File: config.mk
export PLATFORM = sky130hd
export DESIGN_NAME = uart_spr_bank
export DESIGN_NICKNAME = d
export VERILOG_FILES = /design/src/rtl/uart_spr_pkg.sv /design/src/rtl/spr_bus_decode.sv /design/src/rtl/spr_level_sel.sv /design/src/rtl/spr_cfg_regs.sv /design/src/rtl/uart_spr_bank.sv
export SDC_FILE = /design/constraint.sdc
export NUM_CORES = 1
export LEC_CHECK = 0
export CAP_MARGIN = 20
export CORE_ASPECT_RATIO = 2
export CORE_MARGIN = 1
export CORE_UTILIZATION = 52
export CTS_BUF_LIST = sky130_fd_sc_hd__clkbuf_8
export CTS_CLUSTER_DIAMETER = 200
export DETAILED_ROUTE_END_ITERATION = 12
export GPL_TIMING_DRIVEN = 0
export PLACE_DENSITY_LB_ADDON = 0.2
export SLEW_MARGIN = 25
export SYNTH_ARGS = -nofsm -noshare
export SYNTH_HDL_FRONTEND = slang
export SYNTH_SLANG_ARGS = --single-unit
File: constraint.sdc
create_clock -name clk_i -period 3.5 [get_ports clk_i]
set_input_delay 0.7 -clock clk_i [delete_from_list [all_inputs] [get_ports clk_i]]
set_output_delay 0.7 -clock clk_i [all_outputs]
set_load 0.02 [all_outputs]
File: src/rtl/uart_spr_pkg.sv
package uart_spr_pkg;
  localparam int unsigned SPR_AW  = 3;
  localparam int unsigned N_SLOTS = 4;

  // slot order: divisor low, divisor high, threshold, scratch/level
  localparam int unsigned SLOT_DLO = 0;
  localparam int unsigned SLOT_DHI = 1;
  localparam int unsigned SLOT_TRG = 2;
  localparam int unsigned SLOT_SPR = 3;
  localparam logic [N_SLOTS*SPR_AW-1:0] SLOT_ADDRS = {3'd7, 3'd2, 3'd1, 3'd0};

  typedef enum logic [1:0] {
    LVL_RX    = 2'b00,
    LVL_TX    = 2'b01,
    LVL_RX2   = 2'b10,
    LVL_ALTER = 2'b11
  } lvl_mode_e;
endpackage

File: src/rtl/spr_bus_decode.sv
module spr_bus_decode
  import uart_spr_pkg::*;
(
  input  logic              cs_i,
  input  logic              rd_i,
  input  logic              wr_i,
  input  logic [SPR_AW-1:0] addr_i,
  output logic              rd_any_o,
  output logic [N_SLOTS-1:0] rd_sel_o,
  output logic [N_SLOTS-1:0] wr_sel_o
);
  logic wr_ev;
  assign wr_ev    = cs_i & wr_i;
  assign rd_any_o = cs_i & rd_i & ~wr_i;  // write wins a collision

  for (genvar g = 0; g < N_SLOTS; g++) begin : g_slot
    logic hit;
    assign hit         = (addr_i == SLOT_ADDRS[g*SPR_AW +: SPR_AW]);
    assign rd_sel_o[g] = rd_any_o & hit;
    assign wr_sel_o[g] = wr_ev & hit;
  end
endmodule

File: src/rtl/spr_level_sel.sv
module spr_level_sel
  import uart_spr_pkg::*;
#(
  parameter int unsigned DW = 8
) (
  input  logic          clk_i,
  input  logic          rst_ni,
  input  logic          mode_wr_i,
  input  logic [1:0]    mode_wdata_i,
  input  logic          lvl_rd_i,
  input  logic [DW-1:0] rx_cnt_i,
  input  logic [DW-1:0] tx_cnt_i,
  output logic [DW-1:0] level_o,
  output lvl_mode_e     mode_o,
  output logic          alt_tx_o
);
  lvl_mode_e mode_q;
  logic      alt_tx_q;

  always_ff @(posedge clk_i or negedge rst_ni) begin
    if (!rst_ni) begin
      mode_q   <= LVL_RX;
      alt_tx_q <= 1'b0;
    end else if (mode_wr_i) begin
      mode_q   <= lvl_mode_e'(mode_wdata_i);
      alt_tx_q <= 1'b0;
    end else if (lvl_rd_i && mode_q == LVL_ALTER) begin
      alt_tx_q <= ~alt_tx_q;
    end
  end

  always_comb begin
    unique case (mode_q)
      LVL_TX:    level_o = tx_cnt_i;
      LVL_ALTER: level_o = alt_tx_q ? tx_cnt_i : rx_cnt_i;
      default:   level_o = rx_cnt_i;
    endcase
  end

  assign mode_o   = mode_q;
  assign alt_tx_o = alt_tx_q;
endmodule

File: src/rtl/spr_cfg_regs.sv
module spr_cfg_regs
  import uart_spr_pkg::*;
#(
  parameter int unsigned DW = 8
) (
  input  logic               clk_i,
  input  logic               rst_ni,
  input  logic [N_SLOTS-1:0] wr_sel_i,
  input  logic               swap_i,
  input  logic               trg_sel_i,
  input  logic [DW-1:0]      wdata_i,
  output logic [DW-1:0]      scratch_o,
  output logic [2*DW-1:0]    divisor_o,
  output logic [DW-1:0]      rx_trig_o,
  output logic [DW-1:0]      tx_trig_o
);
  logic [DW-1:0] scratch_q, div_lo_q, div_hi_q, rx_trig_q, tx_trig_q;

  always_ff @(posedge clk_i or negedge rst_ni) begin
    if (!rst_ni) begin
      scratch_q <= '1;
      div_lo_q  <= '0;
      div_hi_q  <= '0;
      rx_trig_q <= '0;
      tx_trig_q <= '0;
    end else begin
      if (wr_sel_i[SLOT_SPR] && !swap_i) scratch_q <= wdata_i;
      if (wr_sel_i[SLOT_DLO])            div_lo_q  <= wdata_i;
      if (wr_sel_i[SLOT_DHI])            div_hi_q  <= wdata_i;
      if (wr_sel_i[SLOT_TRG]) begin
        if (trg_sel_i) tx_trig_q <= wdata_i;
        else           rx_trig_q <= wdata_i;
      end
    end
  end

  assign scratch_o = scratch_q;
  assign divisor_o = {div_hi_q, div_lo_q};
  assign rx_trig_o = rx_trig_q;
  assign tx_trig_o = tx_trig_q;
endmodule

File: src/rtl/uart_spr_bank.sv
module uart_spr_bank
  import uart_spr_pkg::*;
#(
  parameter int unsigned   DW      = 8,
  parameter logic [DW-1:0] DEV_ID  = 8'h10,
  parameter logic [DW-1:0] DEV_REV = 8'h01
) (
  input  logic              clk_i,
  input  logic              rst_ni,
  input  logic              cs_i,
  input  logic              rd_i,
  input  logic              wr_i,
  input  logic [SPR_AW-1:0] addr_i,
  input  logic [DW-1:0]     wdata_i,
  output logic [DW-1:0]     rdata_o,
  input  logic              swap_i,
  input  logic              trg_sel_i,
  input  logic [DW-1:0]     rx_cnt_i,
  input  logic [DW-1:0]     tx_cnt_i,
  output logic [2*DW-1:0]   divisor_o,
  output logic [DW-1:0]     rx_trig_o,
  output logic [DW-1:0]     tx_trig_o
);
  logic               rd_any;
  logic [N_SLOTS-1:0] rd_sel, wr_sel;
  logic [DW-1:0]      scratch, level, rd_mux, rdata_q;
  logic [2*DW-1:0]    divisor;
  lvl_mode_e          mode_q;
  logic               alt_tx;
  logic               div_zero;

  spr_bus_decode u_dec (
    .cs_i     (cs_i),
    .rd_i     (rd_i),
    .wr_i     (wr_i),
    .addr_i   (addr_i),
    .rd_any_o (rd_any),
    .rd_sel_o (rd_sel),
    .wr_sel_o (wr_sel)
  );

  spr_level_sel #(.DW(DW)) u_lvl (
    .clk_i        (clk_i),
    .rst_ni       (rst_ni),
    .mode_wr_i    (wr_sel[SLOT_SPR] & swap_i),
    .mode_wdata_i (wdata_i[1:0]),
    .lvl_rd_i     (rd_sel[SLOT_SPR] & swap_i),
    .rx_cnt_i     (rx_cnt_i),
    .tx_cnt_i     (tx_cnt_i),
    .level_o      (level),
    .mode_o       (mode_q),
    .alt_tx_o     (alt_tx)
  );

  spr_cfg_regs #(.DW(DW)) u_cfg (
    .clk_i     (clk_i),
    .rst_ni    (rst_ni),
    .wr_sel_i  (wr_sel),
    .swap_i    (swap_i),
    .trg_sel_i (trg_sel_i),
    .wdata_i   (wdata_i),
    .scratch_o (scratch),
    .divisor_o (divisor),
    .rx_trig_o (rx_trig_o),
    .tx_trig_o (tx_trig_o)
  );

  assign div_zero = (divisor == '0);

  always_comb begin
    rd_mux = '0;
    if (rd_sel[SLOT_DLO]) rd_mux = div_zero ? DEV_ID  : divisor[DW-1:0];
    if (rd_sel[SLOT_DHI]) rd_mux = div_zero ? DEV_REV : divisor[2*DW-1:DW];
    if (rd_sel[SLOT_SPR]) rd_mux = swap_i ? level : scratch;
    // threshold slot and unmapped addresses read as zero
  end

  always_ff @(posedge clk_i or negedge rst_ni) begin
    if (!rst_ni)     rdata_q <= '0;
    else if (rd_any) rdata_q <= rd_mux;
  end

  assign rdata_o   = rdata_q;
  assign divisor_o = divisor;
endmodule

==> metrics.txt, run 1 <==
Lkg Pwr=1.43 nW; top cell type's share of synthesized area=44.2%; boundary pin count=74; CP top delay family=buffers and inverters; initial antenna violation count=0; final max-slew violation count=0; syn avg cell area=12.4 µm²; Worst-path clk slew=0.09 ns; DP Area=3220 µm²; Rel. slew slack=55.8%; # diodes=0; Yosys warning count=0; most frequent cells after synthesis=dfrtp_1 (43), mux2_2 (40), o21ai_0 (20); CTS tree=yes; vias in the first global route=2005; Core Rows=34; routed wl met3=284 µm; Die Ht=98.7 µm; Syn Inst Count=196; core region area=4420 µm²; skew final=0.0115 ns; Initial Util=55.0%; Design Area, Final=3310 µm²; RePlAce Congestion=0.844; All-Layer GR Usage=25.3%; post-cts sizing count=0; unrepaired setup endpoints after global routing=false; status=complete, no violations; residual DRC count=0; Worst Path Arrival=2.41 ns; Startpoint Class=input pin; Final Hold Fails=0; Root Driver=clkbuf_8; H-tree Lvls=2; Final Hold Slack=0.420 ns; Layout Cells excl Fill=330; Highest Clock Rate=449 MHz; CTS Buffer Depth=2; Post-Syn Nets=230; CP Data Required Time=3.68 ns; DPL Wire Length=4490 µm; WS Path Type=in2reg; Layout Utilization=74.9%; dpl cells=322; CP peak stage delay=0.52 ns; Met1 Wirelength=2100 µm; Synth area leaders=dfrtp_1 (44%), mux2_2 (19%), dfstp_2 (8.6%); Via-to-Cell Ratio=5.60; Period minus WS final=2.23 ns; CP endpoint kind=flop; Worst-Skew Late Latency=0.30 ns; vias=1847; worst-path fanout max=10; Post-synth EDFFs=0; Pre-Repair DR Iteration Count=4; Final Setup Violations=0; CTS Buf Count=5; synthesized area=2430 µm²; final setup TNS=0 ns; slowest CP cell=clkdlybuf4s50_1; grt ovf=0; hold_buf cts=0; number of setup buffers added after CTS=0; share of cells above drive strength 1=23.9%; Post-synth ARST share=100%; post-synth top area cell=dfrtp_1; Worst Path Buf+Inv=2; area grow syn2layout=36.2%; Final ANT Viol Nets=0; first-pass GRT wire length=9500 µm; register bit total from synthesis=51; synth unique cells=32; VDD IR max=491 µV; Die X=50.4 µm; top routing layer used=met4; met2 wire len=3260 µm; ys flop type=dfrtp_1; final wirelength=5750 µm; final period utilization=63.7%; IO Port Bufs=72; crit-path cells=clkdlybuf4s50_1, or2_1, buf_4, nor3_4, mux2_2; actual slew at the worst max-slew pin=0.658 ns; Avg WL per Cell=17.4 µm; most common cell in the synthesized netlist=dfrtp_1; NumNets Final=309; PD cells=519 nW/µm²; Hold/Removal Path Class=in2async; maxcap violations=0; pin count of the biggest net entering global routing=52; drt initial violations=31; sequential element share of the synthesized area=52.9%; Clock Sinks=51; full die area=4970 µm²
-- flip-flops by register name (all words and copies together), names as in the netlist --
name             count
u_cfg.div_hi_q       8
u_lvl.mode_o         2
u_cfg.scratch_o      8
u_cfg.tx_trig_o      8
rdata_o              8
u_cfg.div_lo_q       8
u_lvl.alt_tx_o       1
u_cfg.rx_trig_o      8
-- report_power, final --
part           total, W  switching (W)  leakage, nW  internal (W)
registers      0.000809      0.0000916        0.623      0.000718
clock network  0.000345       0.000186       0.0526      0.000159
logic          0.000565       0.000266        0.751      0.000299
-- per-stage QoR --
step	setup slack, ns	power, W
2_1_floorplan	1.65	0.00108
3_3_place_gp	0.271	0.00137
3_5_place_dp	0.953	0.00139
4_1_cts	1.26	0.00173
5_1_grt	1.15	0.00180
6_report	1.27	0.00172
-- layout by cell type (no fill, tap or decap), types with 4 or more instances in the layout --
| master | n |
|---|---|
| a21oi_1 | 6 |
| nor3_1 | 10 |
| dfstp_2 | 8 |
| nand2_1 | 4 |
| clkbuf_8 | 6 |
| o211a_1 | 6 |
| inv_1 | 12 |
| mux2_2 | 40 |
| clkdlybuf4s50_1 | 71 |
| dfrtp_1 | 43 |
| mux2i_1 | 9 |
| nor4_1 | 4 |
| o21ai_0 | 20 |
-- cell type report --
cell class	count	area [µm²]
Tap cell	54	67.6
Inverter	11	41.3
Multi-Input combinational cell	127	1070
Buffer	7	36.3
Clock inverter	2	12.5
Clock buffer	6	82.6
Sequential cell	51	1290
Timing Repair Buffer	72	718
Fill cell	321	1110
-- worst paths after layout --
check	from	to	slack (ns)	cells after the start
worst max-delay path	addr_i[2]	u_cfg.div_hi_q[1]	1.27	5
worst min-delay path	rst_ni	rdata_o[2]	0.42	1
max in group asynchronous	rst_ni	u_cfg.rx_trig_o[3]	2.66	1
min in group clk_i	u_cfg.rx_trig_o[0]	u_cfg.rx_trig_o[0]	0.51	1
worst min register to register	u_cfg.rx_trig_o[0]	u_cfg.rx_trig_o[0]	0.51	1
worst max register to register	u_lvl.alt_tx_o	rdata_o[4]	1.95	5
-- kinds of logic after synthesis --
group | share of synthesized area [%]
mux | 23.1
flops | 52.9
compound gates | 10.8
simple gates | 9.97
buf+inv | 3.19
-- routing by layer --
layer	global-route usage, %	vias to the layer above
li1	-	878
met1	28.0	902
met2	46.6	60
met3	4.32	7
met4	8.97	0
met5	0	-
(Power assumes the default switching activity.)
==> run 2, diff against run 1 <==
CORE_UTILIZATION = 44   (was 52)
clock period = 2 ns   (was 3.5 ns; I/O delays follow)
==> metrics.txt, run 2 (synthesized netlist as in run 1, its figures left out) <==
maxcap violations=0; Worst-Skew Late Latency=0.31 ns; full die area=5850 µm²; slowest CP cell=clkdlybuf4s50_1; Final Setup Violations=0; final wirelength=5550 µm; final max-slew violation count=0; dpl cells=328; Avg WL per Cell=16.5 µm; Layout Cells excl Fill=337; pin count of the biggest net entering global routing=52; Final ANT Viol Nets=0; drt initial violations=18; WS Path Type=in2reg; hold_buf cts=0; vias=1840; VDD IR max=619 µV; CP Data Required Time=2.20 ns; Lkg Pwr=1.45 nW; CP top delay family=buffers and inverters; CTS Buf Count=5; first-pass GRT wire length=8870 µm; core region area=5370 µm²; most common cell after layout, fill and taps aside=clkdlybuf4s50_1; final period utilization=95.0%; residual DRC count=0; Initial Util=45.3%; PD cells=936 nW/µm²; NumNets Final=310; area grow syn2layout=38.4%; Setup WS post-layout=0.100 ns; CTS Buffer Depth=2; Die Ht=107 µm; Post-Place Setup Slack=-0.254 ns; Hold/Removal Path Class=in2async; Highest Clock Rate=526 MHz; H-tree Lvls=2; Period minus WS final=1.90 ns; Core Rows=38; All-Layer GR Usage=21.1%; Startpoint Class=input pin; RePlAce Congestion=0.791; grt ovf=0; Worst Path Buf+Inv=2; initial antenna violation count=0; Die X=54.6 µm; vias in the first global route=1898; boundary pin count=74; share of cells above drive strength 1=24.5%; worst-path fanout max=10; most frequent cells in the layout=clkdlybuf4s50_1 (71), dfrtp_1 (43), mux2_2 (40), o21ai_0 (20), inv_1 (11); status=complete, no violations; actual slew at the worst max-slew pin=0.640 ns; IO Port Bufs=72; CTS tree=yes; unrepaired setup endpoints after global routing=false; crit-path cells=clkdlybuf4s50_1, or2_1, buf_4, nor3_4, mux2_2; Final Hold Fails=0; Rel. slew slack=57.0%; Root Driver=clkbuf_8; CP endpoint kind=flop; CP peak stage delay=0.51 ns; Worst-path clk slew=0.09 ns; Worst Path Arrival=2.10 ns; Via-to-Cell Ratio=5.46; Clock Sinks=51; skew final=0.00573 ns; Pre-Repair DR Iteration Count=4; # diodes=0; DPL Wire Length=4300 µm
run 2: final cells by class:
class | count | area, µm²
sequential | 51 | 1290
timing repair buffer | 73 | 738
clock inverter | 2 | 38.8
inverter | 11 | 41.3
fill | 433 | 2000
multi-input combinational | 127 | 1070
tap | 60 | 75.1
clock buffer | 6 | 82.6
buffer | 7 | 36.3
run 2: worst paths after layout:
check / from / endpoint / slack [ns] / cells after the start
setup reg to reg: u_lvl.alt_tx_o / rdata_o[0] / 0.50 / 5
setup / recovery: addr_i[2] / u_cfg.div_lo_q[5] / 0.10 / 5
hold reg to reg: u_cfg.rx_trig_o[6] / u_cfg.rx_trig_o[6] / 0.50 / 1
max in group asynchronous: rst_ni / u_cfg.div_lo_q[7] / 1.47 / 1
min in group clk_i: u_cfg.rx_trig_o[6] / u_cfg.rx_trig_o[6] / 0.50 / 1
hold / removal: rst_ni / rdata_o[0] / 0.1 / 1
run 2: layer usage:
metal / wire length, µm / track usage (%) / part of all wire (%)
met1: 2090 / 23.1 / 38
met2: 3140 / 37.9 / 56
met3: 239 / 4.11 / 4.3
met4: 85 / 7.14 / 1.5
met5: 0 / 0 / 0
run 2: power breakdown:
group / switching, W / internal (W)
Combinational: 0.000453 / 0.000524
Sequential: 0.000161 / 0.00126
Clock: 0.000346 / 0.000412
Total: 0.000960 / 0.00219
run 2: metrics by stage:
step / utilization [%] / setup TNS (ns) / power [W] / hold slack [ns] / instance area (µm²)
2_1_floorplan: - / 0 / 0.00189 / 0.104 / 2430
3_3_place_gp: 60.1 / -51.00 / 0.00240 / 0.476 / 3230
3_5_place_dp: 60.1 / -6.87 / 0.00242 / 0.461 / 3230
4_1_cts: 62.3 / 0 / 0.00318 / 0.128 / 3350
5_1_grt: 62.7 / 0 / 0.00329 / 0.163 / 3370
6_report: 62.7 / 0 / 0.00315 / 0.0991 / 3370
run 2: what timing repair did:
action,in CTS,in global routing
setup endpoints to repair,0,2
buffers inserted,0,1
gates resized for setup,0,0
==> run 3, diff against run 2 <==
--- a/config.mk
+++ b/config.mk
@@ -10,3 +10,3 @@
 export CORE_MARGIN = 1
-export CORE_UTILIZATION = 44
+export CORE_UTILIZATION = 52
 export CTS_BUF_LIST = sky130_fd_sc_hd__clkbuf_8
==> constraint.sdc (replaced) <==
create_clock -name clk_i -period 2.4 [get_ports clk_i]
set_input_delay 0.6 -clock clk_i [delete_from_list [all_inputs] [get_ports clk_i]]
set_output_delay 0.6 -clock clk_i [all_outputs]
set_load 0.02 [all_outputs]
==> results of run 3 <==
The final DEF is identical to that of run 1. Status: complete, no violations.
Main changes from that run: setup slack after placement 0.953 ns -> -0.0470 ns; setup slack after layout 1.27 ns -> 0.271 ns; hold slack 0.420 ns -> 0.320 ns; register-to-register setup slack 1.95 ns -> 0.85 ns; total power 0.00172 W -> 0.00251 W; worst IR drop on VDD 491 µV -> 717 µV
